### src/rtl/edge_irq_pkg.sv
// Package: shared sizes, register indices and the line-to-output grouping
// for the external edge interrupt controller.
// Assumes: the grouping is fixed by the product and is not a parameter.
package edge_irq_pkg;

    localparam int NUM_LINES = 23;
    localparam int NUM_IRQ   = 12;
    localparam int DATA_W    = 32;
    localparam int ADDR_W    = 5;
    localparam int NUM_REGS  = 6;

    // Word index of each register, byte offset = index * 4
    typedef enum logic [2:0] {
        REG_IMASK  = 3'd0,
        REG_EMASK  = 3'd1,
        REG_RISE   = 3'd2,
        REG_FALL   = 3'd3,
        REG_SWTRIG = 3'd4,
        REG_PEND   = 3'd5
    } reg_sel_e;

    // Output index driven by a line, or -1 when the line has no output
    function automatic int irq_of_line(input int ln);
        if (ln <= 4)                    return ln;
        else if (ln <= 9)               return 5;
        else if (ln <= 15)              return 6;
        else if (ln <= 18)              return ln - 9;
        else if (ln == 21)              return 10;
        else if (ln == 22)              return 11;
        else                            return -1;
    endfunction

endpackage

### src/rtl/edge_irq_sync.sv
// Module: edge_irq_sync
// Brings the asynchronous lines into the clock domain with two flops each,
// keeps one further delayed copy, and flags selected rising/falling edges.
// Assumes: each input level is held for at least two clocks to be seen.
module edge_irq_sync #(
    parameter int N = 23
) (
    input  logic         clk,
    input  logic         rst_n,
    input  logic [N-1:0] ext_in,
    input  logic [N-1:0] rise_sel,
    input  logic [N-1:0] fall_sel,
    output logic [N-1:0] edge_hit
);

    logic [N-1:0] meta_q;
    logic [N-1:0] sync_q;
    logic [N-1:0] prev_q;

    // Two-stage synchroniser plus one-cycle history
    always_ff @(posedge clk) begin
        if (!rst_n) begin
            meta_q <= '0;
            sync_q <= '0;
            prev_q <= '0;
        end else begin
            meta_q <= ext_in;
            sync_q <= meta_q;
            prev_q <= sync_q;
        end
    end

    // Qualified edge: a direction counts only when its select bit is set
    always_comb begin
        edge_hit = (sync_q & ~prev_q & rise_sel) | (~sync_q & prev_q & fall_sel);
    end

endmodule

### src/rtl/edge_irq_regs.sv
// Module: edge_irq_regs
// Register file: masks, edge selects, software trigger, sticky pending
// with write-one-to-clear, and the registered event pulse.
// Assumes: word-aligned accesses; a misaligned or unmapped access is ignored.
module edge_irq_regs
    import edge_irq_pkg::*;
#(
    parameter int N  = NUM_LINES,
    parameter int DW = DATA_W,
    parameter int AW = ADDR_W
) (
    input  logic          clk,
    input  logic          rst_n,
    input  logic          bus_wr,
    input  logic          bus_rd,
    input  logic [AW-1:0] bus_addr,
    input  logic [DW-1:0] bus_wdata,
    output logic [DW-1:0] bus_rdata,
    input  logic [N-1:0]  edge_hit,
    output logic [N-1:0]  imask,
    output logic [N-1:0]  emask,
    output logic [N-1:0]  rise_sel,
    output logic [N-1:0]  fall_sel,
    output logic [N-1:0]  sw_bits,
    output logic [N-1:0]  pend,
    output logic [N-1:0]  evt_out
);

    localparam int IDX_W = AW - 2;

    logic [IDX_W-1:0]    idx;
    logic                aligned;
    logic [NUM_REGS-1:0] wsel;
    logic [N-1:0]        wdat;
    logic [N-1:0]        clr_vec;
    logic [N-1:0]        set_vec;
    logic                unused_wdata_hi;

    assign idx             = bus_addr[AW-1:2];
    assign aligned         = (bus_addr[1:0] == 2'b00);
    assign wdat            = bus_wdata[N-1:0];
    assign unused_wdata_hi = ^bus_wdata[DW-1:N];

    // One write strobe per register
    for (genvar r = 0; r < NUM_REGS; r++) begin : g_wsel
        assign wsel[r] = bus_wr && aligned && (idx == IDX_W'(r));
    end

    assign clr_vec = wsel[REG_PEND]   ? wdat : '0;
    assign set_vec = wsel[REG_SWTRIG] ? wdat : '0;

    // Configuration registers, plain write
    always_ff @(posedge clk) begin
        if (!rst_n) begin
            imask    <= '0;
            emask    <= '0;
            rise_sel <= '0;
            fall_sel <= '0;
        end else begin
            if (wsel[REG_IMASK]) imask    <= wdat;
            if (wsel[REG_EMASK]) emask    <= wdat;
            if (wsel[REG_RISE])  rise_sel <= wdat;
            if (wsel[REG_FALL])  fall_sel <= wdat;
        end
    end

    // Pending: clear first, then edges and software sets win
    always_ff @(posedge clk) begin
        if (!rst_n) pend <= '0;
        else        pend <= (pend & ~clr_vec) | edge_hit | set_vec;
    end

    // Software trigger bits follow the clear of their pending bit
    always_ff @(posedge clk) begin
        if (!rst_n) sw_bits <= '0;
        else        sw_bits <= (sw_bits & ~clr_vec) | set_vec;
    end

    // Event strobe, one cycle per qualified edge
    always_ff @(posedge clk) begin
        if (!rst_n) evt_out <= '0;
        else        evt_out <= edge_hit & emask;
    end

    // Read mux, zero for unmapped, misaligned or idle
    always_comb begin
        bus_rdata = '0;
        if (bus_rd && aligned) begin
            case (idx)
                IDX_W'(REG_IMASK):  bus_rdata[N-1:0] = imask;
                IDX_W'(REG_EMASK):  bus_rdata[N-1:0] = emask;
                IDX_W'(REG_RISE):   bus_rdata[N-1:0] = rise_sel;
                IDX_W'(REG_FALL):   bus_rdata[N-1:0] = fall_sel;
                IDX_W'(REG_SWTRIG): bus_rdata[N-1:0] = sw_bits;
                IDX_W'(REG_PEND):   bus_rdata[N-1:0] = pend;
                default:            bus_rdata = '0;
            endcase
        end
    end

endmodule

### src/rtl/edge_irq_route.sv
// Module: edge_irq_route
// Folds masked pending bits onto the interrupt outputs using the fixed
// grouping from the package; lines mapped to -1 drive nothing.
// Assumes: NI matches the number of distinct outputs in the grouping.
module edge_irq_route
    import edge_irq_pkg::*;
#(
    parameter int N  = NUM_LINES,
    parameter int NI = NUM_IRQ
) (
    input  logic [N-1:0]  pend,
    input  logic [N-1:0]  imask,
    output logic [NI-1:0] irq_out
);

    for (genvar g = 0; g < NI; g++) begin : g_irq
        logic acc;
        // OR of every unmasked pending line grouped onto output g
        always_comb begin
            acc = 1'b0;
            for (int l = 0; l < N; l++) begin
                if (irq_of_line(l) == g) acc = acc | (pend[l] & imask[l]);
            end
        end
        assign irq_out[g] = acc;
    end

endmodule

### src/rtl/edge_irq_ctrl.sv
// Module: edge_irq_ctrl (top)
// External edge interrupt controller: synchroniser and edge detector,
// register file with sticky pending, and grouped interrupt outputs.
// Assumes: one clock domain for the bus; ext_in may be fully asynchronous.
module edge_irq_ctrl
    import edge_irq_pkg::*;
#(
    parameter int NUM_LINES_P = NUM_LINES,
    parameter int NUM_IRQ_P   = NUM_IRQ,
    parameter int DATA_W_P    = DATA_W,
    parameter int ADDR_W_P    = ADDR_W
) (
    input  logic                   clk,
    input  logic                   rst_n,
    input  logic [NUM_LINES_P-1:0] ext_in,
    input  logic                   bus_wr,
    input  logic                   bus_rd,
    input  logic [ADDR_W_P-1:0]    bus_addr,
    input  logic [DATA_W_P-1:0]    bus_wdata,
    output logic [DATA_W_P-1:0]    bus_rdata,
    output logic [NUM_IRQ_P-1:0]   irq_out,
    output logic [NUM_LINES_P-1:0] evt_out
);

    logic [NUM_LINES_P-1:0] edge_hit;
    logic [NUM_LINES_P-1:0] imask_q;
    logic [NUM_LINES_P-1:0] emask_q;
    logic [NUM_LINES_P-1:0] rise_q;
    logic [NUM_LINES_P-1:0] fall_q;
    logic [NUM_LINES_P-1:0] sw_q;
    logic [NUM_LINES_P-1:0] pend_q;

    edge_irq_sync #(.N(NUM_LINES_P)) u_sync (
        .clk      (clk),
        .rst_n    (rst_n),
        .ext_in   (ext_in),
        .rise_sel (rise_q),
        .fall_sel (fall_q),
        .edge_hit (edge_hit)
    );

    edge_irq_regs #(.N(NUM_LINES_P), .DW(DATA_W_P), .AW(ADDR_W_P)) u_regs (
        .clk       (clk),
        .rst_n     (rst_n),
        .bus_wr    (bus_wr),
        .bus_rd    (bus_rd),
        .bus_addr  (bus_addr),
        .bus_wdata (bus_wdata),
        .bus_rdata (bus_rdata),
        .edge_hit  (edge_hit),
        .imask     (imask_q),
        .emask     (emask_q),
        .rise_sel  (rise_q),
        .fall_sel  (fall_q),
        .sw_bits   (sw_q),
        .pend      (pend_q),
        .evt_out   (evt_out)
    );

    edge_irq_route #(.N(NUM_LINES_P), .NI(NUM_IRQ_P)) u_route (
        .pend    (pend_q),
        .imask   (imask_q),
        .irq_out (irq_out)
    );

endmodule

### config.mk
export PLATFORM = sky130hd
export DESIGN_NAME = edge_irq_ctrl
export DESIGN_NICKNAME = d
export VERILOG_FILES = /design/src/rtl/edge_irq_pkg.sv /design/src/rtl/edge_irq_sync.sv /design/src/rtl/edge_irq_regs.sv /design/src/rtl/edge_irq_route.sv /design/src/rtl/edge_irq_ctrl.sv
export SDC_FILE = /design/constraint.sdc
export NUM_CORES = 1
export LEC_CHECK = 0
export ABC_AREA = 1
export BUFFER_PORTS_ARGS = -buffer_cell sky130_fd_sc_hd__buf_2
export CORE_MARGIN = 2
export CORE_UTILIZATION = 45
export DETAILED_ROUTE_END_ITERATION = 10
export HOLD_SLACK_MARGIN = 0.03
export PLACE_DENSITY_LB_ADDON = 0.1
export SYNTH_ARGS = -nofsm -noshare
export SYNTH_HDL_FRONTEND = slang
export SYNTH_SLANG_ARGS = --single-unit
### constraint.sdc
create_clock -name clk -period 1.1 [get_ports clk]
set_input_delay 0.055 -clock clk [delete_from_list [all_inputs] [get_ports clk]]
set_output_delay 0.055 -clock clk [all_outputs]
set_load 0.01 [all_outputs]
After elaboration in Yosys (flattened, before gate mapping)
Index checks and enable logic that the tools add are counted.
{"block": "classes", "n_eq_ne": 5, "muxes": 4, "bitwise_logic": 44, "reduce_logical": 10}
{"operator": "23-bit AND", "count": 7}
{"operator": "23-bit case mux with 6 select lines", "count": 1}
{"operator": "23-bit bitwise OR", "count": 4}
{"operator": "23-bit 2-to-1 mux", "count": 3}
{"operator": "23-bit NOT", "count": 3}
{"operator": "1-bit AND", "count": 21}
{"operator": "1-bit bitwise OR", "count": 9}
{"operator": "1-bit logical AND", "count": 8}
{"operator": "3-bit by 2-bit == test with 1-bit output (second input constant)", "count": 2}
{"operator": "3-bit == test (second input constant)", "count": 2}
{"operator": "3-bit by 1-bit == test with 1-bit output (second input constant)", "count": 1}
{"operator": "3-bit logical NOT", "count": 1}
{"operator": "2-bit logical NOT", "count": 1}
{"block": "totals", "reg_bits": 230, "inputBits": 64, "wordCells": 73}

Depth between registers and ports, before layout
Gate-level depths: netlist (run 1).
{"block": "logic_depth", "ltp_word": 8, "depth_mapped": 10}

By module
From an unflattened synthesis (run 1), not the netlist that was laid out.
{"block": "hier_totals", "cells_unflattened": 1416, "area_unflattened_um2": 9912.0}
{"module": "edge_irq_regs", "n_inst": 1, "cells_each": 1031, "area_per_inst_um2": 7213.2}
{"module": "edge_irq_sync", "n_inst": 1, "cells_each": 330, "area_per_inst_um2": 2447.3}
{"module": "edge_irq_route", "n_inst": 1, "cells_each": 55, "area_per_inst_um2": 251.5}

Least setup slack after synthesis (run 1)
OpenSTA, ideal clock, no wires.
{"block": "synth_timing", "kind": "input -> output", "from": "input port bus_addr[2]", "to": "output port bus_rdata[12]", "arrival_time_ns": 1.061, "required_ns": 1.045, "setup_slack_ns": -0.016, "path_stages": 9, "path_buffers": 2, "cell_sequence": "buf_2 -> nor2_4 -> nand2_1 -> inv_2 -> buf_2 -> nand2_1 -> nand2_1 -> inv_1 -> a21oi_1"}
{"block": "synth_via", "elab_chain_len": 3, "word_cells_on_any_way": 8, "cone_classes": "5 x eq/ne; 2 x mux; 1 x reduce/logical"}
{"element": "from (decl)", "line": "edge_irq_ctrl.sv:18", "text": "input logic [ADDR_W_P-1:0] bus_addr,"}
{"element": "3-bit == test (tied with other cells)", "line": "edge_irq_regs.sv:89", "text": "case (idx)"}
{"element": "23-bit case mux with 6 select lines *", "line": "edge_irq_regs.sv:89"}
{"element": "23-bit 2-to-1 mux *", "line": "edge_irq_regs.sv:88", "text": "if (bus_rd && aligned) begin"}
{"element": "to (decl)", "line": "edge_irq_ctrl.sv:20", "text": "output logic [DATA_W_P-1:0] bus_rdata,"}
Mark *: on every way between the ends. The rest lies on a longest branch, timed or not.

Worst setup path in the final report (run 1)
{"block": "layout_timing", "from": "register u_regs.fall_sel[12]", "to": "output port bus_rdata[12]"}
{"block": "layout_via", "elab_chain_len": 2}
{"element": "from (decl)", "line": "edge_irq_regs.sv:23", "text": "output logic [N-1:0] fall_sel,"}
{"element": "from (signal assigned)", "line": "edge_irq_regs.sv:63", "text": "if (wsel[REG_FALL]) fall_sel <= wdat;"}
{"element": "23-bit case mux with 6 select lines", "line": "edge_irq_regs.sv:89"}
{"element": "23-bit 2-to-1 mux", "line": "edge_irq_regs.sv:88"}
No other way between the ends.

==> impl_metrics.py, run 1 <==
metrics = {
    "outcome": {
        "status": "complete, but fails checks",
        "violations": "negative setup slack",
    },
    "clock_tree": {
        "cts_buffers": 26,
        "cts_tree": "yes",
        "cts.clk_slew.worst_paths_ns": 0.06,
        "htree_num_levels": 1,
        "clock_sinks": 230,
        "clock_latency_ns": 0.53,
        "clockRootBuffer": "clkbuf_16",
        "clockBufferDepth": 3,
    },
    "timing": {
        "fin_crit_ns": 1.52,
        "max_freq_mhz": 658,
        "maxSlewHeadroom": 0.655,
        "setup_viol": 35,
        "worstMarginPinSlew_ns": 0.517,
        "skew_ns": 0.0118,
        "hold_violations": 0,
        "rsz0062_at_grt": "yes",
        "fin_ws_ns": -0.419,
        "drv_slew": 0,
        "fin_crit_sh": 1.38,
    },
    "setup_path": {
        "critPathSlowestCell": "dfxtp_2",
        "cp.required_ns": 1.04,
        "crit_type": "reg -> out",
        "crit_path_end_kind": "primary output",
        "crit_chain": "nand4_1 > o21ai_1 > nor2_2 > a21oi_2 > buf_2",
        "critical-path-max-stage-delay_ns": 0.34,
        "crit_fanout": 2,
        "worstSetupStartpointType": "register",
        "worst_ep_arrival_time_ns": 1.46,
    },
    "placed_design": {
        "io_buffer_count": 112,
        "placed_cells": 1751,
        "dpl-instance-area_um2": 10800,
        "place_congestion": 0.830,
        "dpl.hpwl_mm": 18.2,
    },
    "grt": {
        "grt-ovfl-total": 0,
        "grt_max_degree": 50,
        "grt_use_total": 0.243,
        "grt_pass1_vias": 8256,
        "antenna_found_initial": 1,
        "grt_pass1_wl_mm": 43.2,
    },
    "route": {
        "dr.pass1.iters": 7,
        "ant_nets": 0,
        "routed_wl_mm": 27.9,
        "drt-initial-drc-count": 520,
        "dr_wl_met2_mm": 12.7,
        "vias": 9260,
        "wl_per_cell_um": 14.7,
        "top_layer": "met4",
        "wl_met1_mm": 12.8,
        "drcViolationCount": 0,
        "wl_met3_mm": 1.70,
        "viasPerCell": 4.90,
    },
    "power": {
        "powerDensity_nw_per_um2": 1410,
        "p_total_mw": 18.4,
        "ir_drop_mv": 1.08,
        "p_leak_nw": 6.09,
    },
    "floorplanning": {
        "placementRows": 53,
        "start_util": 0.457,
        "dieHeight_um": 150,
        "die_w_um": 150,
        "fp.coreArea_um2": 21000,
        "io_pins": 131,
        "die-area_um2": 22500,
    },
    "final_layout": {
        "stdcell_area_um2": 13000,
        "final_util": 0.621,
        "antennaDiodeCount": 0,
        "area_growth_pct": 36.0,
        "nets": 1663,
        "nFillCells": 1916,
        "finalNonFillerCells": 1890,
        "drive_gt1_frac": 0.298,
    },
    "worst_hold_path": {
        "worst_hold_path_type": "in -> reg",
    },
    "synth": {
        "synthCells": 1376,
        "synth_flop_cell": "dfxtp_1",
        "synthSimpleGateAreaFrac": 0.261,
        "synth_fa_ha_area_frac": 0,
        "synth-xor-area-share": 0,
        "synth_top_family_by_area": "simple AND/OR/NAND/NOR gates",
        "yosysWarnings": 0,
        "syn-cell-area_um2": 9570,
        "async_flop_share": 0,
        "synth_seq_cells": 230,
        "synth-compound-area-share": 0.137,
        "synthMuxAreaShare": 0,
        "yosysSeqAreaShare": 0.481,
        "syn_avg_cell_area_um2": 6.96,
        "synth-edff-count": 0,
        "synthDistinctLibCells": 24,
    },
    "flow_run": {
        "cap_violations": 0,
    },
}
what timing repair did:
item / 4_1_cts / 5_1_grt
hold buffers: 51 / 1
buffers inserted: 31 / 18
setup endpoints to repair: 36 / 61
pin swaps: 73 / 49
hold endpoints to repair: 166 / 2
gates resized for setup: 158 / 100
cell usage after synthesis, types with 2 or more instances:
master | number | area share
a21oi_1 | 120 | 0.063
buf_1 | 3 | 0.0012
buf_2 | 23 | 0.012
buf_4 | 33 | 0.026
buf_6 | 2 | 0.0024
clkbuf_1 | 30 | 0.012
dfxtp_1 | 230 | 0.48
inv_1 | 163 | 0.064
inv_2 | 9 | 0.0035
nand2_1 | 282 | 0.11
nand2_4 | 2 | 0.0024
nand3_1 | 31 | 0.016
nand3_2 | 3 | 0.0031
nand4_1 | 21 | 0.014
nor2_1 | 273 | 0.11
nor2_4 | 3 | 0.0035
nor3_1 | 3 | 0.0016
o21ai_0 | 112 | 0.059
o21ai_1 | 28 | 0.015
stage by stage:
stage                     TNS [ns]  worst slack (ns)  hold slack (ns)
after floorplan                  0           0.00516            0.148
after global placement      -27.47            -0.319            0.236
after detailed placement    -32.83            -0.335            0.236
after CTS                   -10.68            -0.431            0.230
after global routing        -11.63            -0.481           0.0344
final                        -9.32            -0.419           0.0162
cells by family (layout without fill, tap and decap cells):
family,Yosys count,in the layout
and+or+nand+nor,621,621
buffers and inverters,263,494
AOI/OAI and AO/OA,261,261
DFF,230,230
other,1,9
per-layer routing:
layer  GRT usage  up-vias
met2       0.393      256
met1       0.338     4249
met3      0.0354       55
met4      0.0684        0
met5           0        -
li1            -     4700
path summary, 6_finish.rpt:
check                      start                end  slack, ns  cells after the start
max          u_regs.fall_sel[12]      bus_rdata[12]      -0.42                      5
min reg2reg    u_sync.meta_q[14]  u_sync.sync_q[14]       0.41                      2
max reg2reg     u_sync.sync_q[9]     u_regs.pend[9]       0.05                      6
min                        rst_n   u_sync.sync_q[9]       0.02                      4
sequential cells by signal, summed over array words and instances (netlist names):
signal / count
u_regs.imask: 23
u_regs.rise_sel: 23
u_sync.prev_q: 23
u_sync.meta_q: 23
u_sync.sync_q: 23
u_regs.sw_bits: 23
u_regs.fall_sel: 23
u_regs.pend: 23
u_regs.evt_out: 23
u_regs.emask: 23
critical path, delay by kind of cell, from the launching register on:
family	cells	cell delay, ns
flops	1	0.34
buf+inv	1	0.14
simple gates	2	0.21
compound gates	2	0.26
power breakdown:
part	internal [mW]	switching (mW)	total [mW]
registers	8.50	0.0947	8.59
clock network	5.25	3.33	8.58
logic	0.510	0.729	1.24
total	14.3	4.15	18.4
area by class of cell:
cell class / instances / area, µm² / share of cell area
Clock inverter: 5 / 75.1 / 0.00577
Inverter: 172 / 646 / 0.0496
Sequential cell: 230 / 4700 / 0.361
Clock buffer: 39 / 771 / 0.0592
Tap cell: 275 / 344 / 0.0264
Multi-Input combinational cell: 891 / 4200 / 0.322
Timing Repair Buffer: 278 / 2280 / 0.175
placed cells by master, fill, tap and decap left out, types with 2 or more instances in the layout:
master and instances:
nor3_1 2, dfxtp_1 153, nand2_2 15, nor2_1 263, o21ai_2 16, nand4_1 21
inv_2 36, nand2_4 5, buf_4 84, clkbuf_16 27, a21oi_1 79, nand3_1 23
inv_1 136, a21oi_2 41, dlygate4sd3_1 51, o21ai_0 70, bufinv_16 2, conb_1 9
dfxtp_2 76, clkinv_2 3, buf_12 21, nor2_4 4, clkbuf_1 7, clkbuf_8 5
nand2_1 265, o21ai_1 54, nor2_2 10, nand3_2 11, buf_2 104, buf_6 18
Note: power is estimated with default switching activity, not from simulation.
==> run 2: changes to the inputs <==
--- a/config.mk
+++ b/config.mk
@@ -7,11 +7,12 @@
 export LEC_CHECK = 0
 export ABC_AREA = 1
 export BUFFER_PORTS_ARGS = -buffer_cell sky130_fd_sc_hd__buf_2
-export CORE_MARGIN = 2
+export CORE_MARGIN = 8
 export CORE_UTILIZATION = 45
 export DETAILED_ROUTE_END_ITERATION = 10
+export GPL_ROUTABILITY_DRIVEN = 0
 export HOLD_SLACK_MARGIN = 0.03
-export PLACE_DENSITY_LB_ADDON = 0.1
+export PLACE_DENSITY = 0.67
 export SYNTH_ARGS = -nofsm -noshare
 export SYNTH_HDL_FRONTEND = slang
 export SYNTH_SLANG_ARGS = --single-unit
==> run 2 against run 1 <==
Compared with the run above:
- the flow still finishes with violations (negative setup slack)
- via count increased by 1.3%
- global-route usage decreased by 3.1 points
- count of clock-buffer cells in the layout unchanged
- clock skew decreased by 0.0026 ns
- register-to-register slack got worse by 0.02 ns
- critical path depth unchanged
- fmax increased by 3.1%
- non-clock buffer count decreased by 6
- sequential share of layout area increased by 0.45 points
==> impl_metrics.py, run 2 (synthesis results as in run 1) <==
metrics = {
    "clock_tree": {
        "cts_buffers": 24,
        "clock_latency_ns": 0.51,
        "cts_tree": "yes",
        "cts.clk_slew.worst_paths_ns": 0.06,
        "htree_num_levels": 1,
        "clockBufferDepth": 3,
        "clockRootBuffer": "clkbuf_16",
        "clock_sinks": 230,
    },
    "grt": {
        "antenna_found_initial": 2,
        "grt_use_total": 0.212,
        "grt_max_degree": 74,
        "grt_pass1_wl_mm": 45.6,
        "grt_pass1_vias": 8790,
        "grt-ovfl-total": 0,
    },
    "timing": {
        "skew_ns": 0.00918,
        "maxSlewHeadroom": 0.648,
        "setup_viol": 34,
        "hold_violations": 0,
        "fin_crit_ns": 1.47,
        "rsz0062_at_grt": "yes",
        "max_freq_mhz": 678,
        "drv_slew": 0,
        "fin_crit_sh": 1.34,
        "finalSetupTns_ns": -8.67,
        "fin_ws_ns": -0.374,
        "worstMarginPinSlew_ns": 0.527,
    },
    "setup_path": {
        "r2r-start": "u_regs.fall_sel[1]",
        "crit_type": "reg -> out",
        "critical-path-max-stage-delay_ns": 0.34,
        "crit_path_end_kind": "primary output",
        "rr_worst_depth": 7,
        "worst_ep_arrival_time_ns": 1.42,
        "worstSetupStartpointType": "register",
        "critPathSlowestCell": "dfxtp_2",
        "crit_cells": 5,
        "path_delay_family": "flip-flops",
        "r2r_slack_ns": 0.03,
        "rr_endpoint": "u_regs.pend[1]",
        "worst-path-buf-inv": 1,
        "crit_fanout": 2,
        "cp.required_ns": 1.04,
        "crit_chain": "nand4_1 > o21ai_2 > nor2_2 > a21oi_2 > buf_2",
    },
    "outcome": {
        "violations": "negative setup slack",
        "status": "complete, but fails checks",
    },
    "power": {
        "p_leak_nw": 6.02,
        "ir_drop_mv": 1.02,
        "p_total_mw": 18.0,
        "powerDensity_nw_per_um2": 1400,
    },
    "floorplanning": {
        "placementRows": 53,
        "die-area_um2": 26200,
        "start_util": 0.457,
        "fp.coreArea_um2": 21000,
        "die_w_um": 162,
        "dieHeight_um": 162,
        "io_pins": 131,
    },
    "placed_design": {
        "dpl.hpwl_mm": 18.5,
        "placed_cells": 1750,
        "dp_slack_ns": -0.274,
        "io_buffer_count": 112,
    },
    "route": {
        "drt-initial-drc-count": 681,
        "viasPerCell": 4.98,
        "wl_per_cell_um": 15.3,
        "ant_nets": 0,
        "vias": 9381,
        "dr.pass1.iters": 4,
        "routed_wl_mm": 28.9,
        "drcViolationCount": 0,
    },
    "worst_hold_path": {
        "min_path_cells": 4,
        "min_from": "rst_n",
        "worst_hold_path_type": "in -> reg",
        "min_to": "u_sync.prev_q[10]",
    },
    "flow_run": {
        "cap_violations": 0,
    },
    "final_layout": {
        "drive_gt1_frac": 0.291,
        "layout_common_cells": "nand2_1 (266), nor2_1 (264), dfxtp_1 (153)",
        "finalNonFillerCells": 1882,
        "area_growth_pct": 34.3,
        "antennaDiodeCount": 0,
        "layout_commonest_cell": "nand2_1",
        "final_util": 0.613,
        "nFillCells": 1903,
        "nets": 1655,
    },
}
## run 2: cell types whose count changed in the layout (fill, tap and decap cells not counted), moves of 2 or more
cell / delta
buf_12: -5
a21oi_2: -8
buf_2: -2
o21ai_2: +7
dlygate4sd3_1: +3
clkbuf_16: -2
buf_6: -3
nand2_2: -3
clkbuf_8: +3
a21oi_1: +8
o21ai_1: -8
nand2_4: +2
## run 2: repair_timing
action	in CTS	in global routing
endpoints found under the setup margin	35	81
gates resized for setup	149	102
cloned	0	0
pin swaps	56	50
setup buffers	25	14
endpoints found under the hold margin	173	0
hold buffers	55	0
## run 2: stage by stage
stage                     hold slack [ns]  area [µm²]
after global routing               0.0808       12900
after floorplan                     0.148        9640
after detailed placement            0.241       10800
after global placement              0.234       10800
final                              0.0628       12900
after CTS                          0.0583       12500
## run 2: worst max-delay path by stage
| stage | start | end | slack (ns) |
|---|---|---|---|
| 2_1_floorplan | bus_addr[4] | bus_rdata[10] | 0.005 |
| 3_3_place_gp | bus_addr[1] | u_regs.fall_sel[19] | -0.21 |
| 3_5_place_dp | bus_addr[3] | bus_rdata[12] | -0.27 |
| 4_1_cts | u_regs.fall_sel[12] | bus_rdata[12] | -0.42 |
| 5_1_grt | u_regs.fall_sel[12] | bus_rdata[12] | -0.46 |
| 6_report | u_regs.fall_sel[12] | bus_rdata[12] | -0.37 |
## run 2: worst register-to-register path, cell delays in order (launching register included)
cell     delay, ns
dfxtp_2       0.33
buf_4         0.14
nand2_1       0.05
nor2_1        0.04
a21oi_1       0.18
nand2_1       0.08
nor2_1        0.10
nor2_1        0.04
## run 2: power breakdown
part | switching, mW | internal, mW
Combinational | 0.732 | 0.495
Clock | 3.25 | 4.91
Sequential | 0.0941 | 8.50
Total | 4.07 | 13.9
## run 2: layout make-up
cell class                 count  area, µm²  area share
tap                          275        344      0.0268
multi-input combinational    891       4190       0.326
clock buffer                  39        758      0.0590
inverter                     172        646      0.0502
clock inverter                 3       40.0     0.00311
timing repair buffer         272       2180       0.169
sequential                   230       4700       0.366
## run 2: layer usage
metal,share of wire,track usage,vias to the layer above,routed length [µm]
met5,0.00080,0,-,23
met4,0.024,0.0703,4,697
met3,0.071,0.0377,55,2060
met2,0.46,0.344,334,13400
met1,0.44,0.279,4299,12700
li1,-,-,4689,-
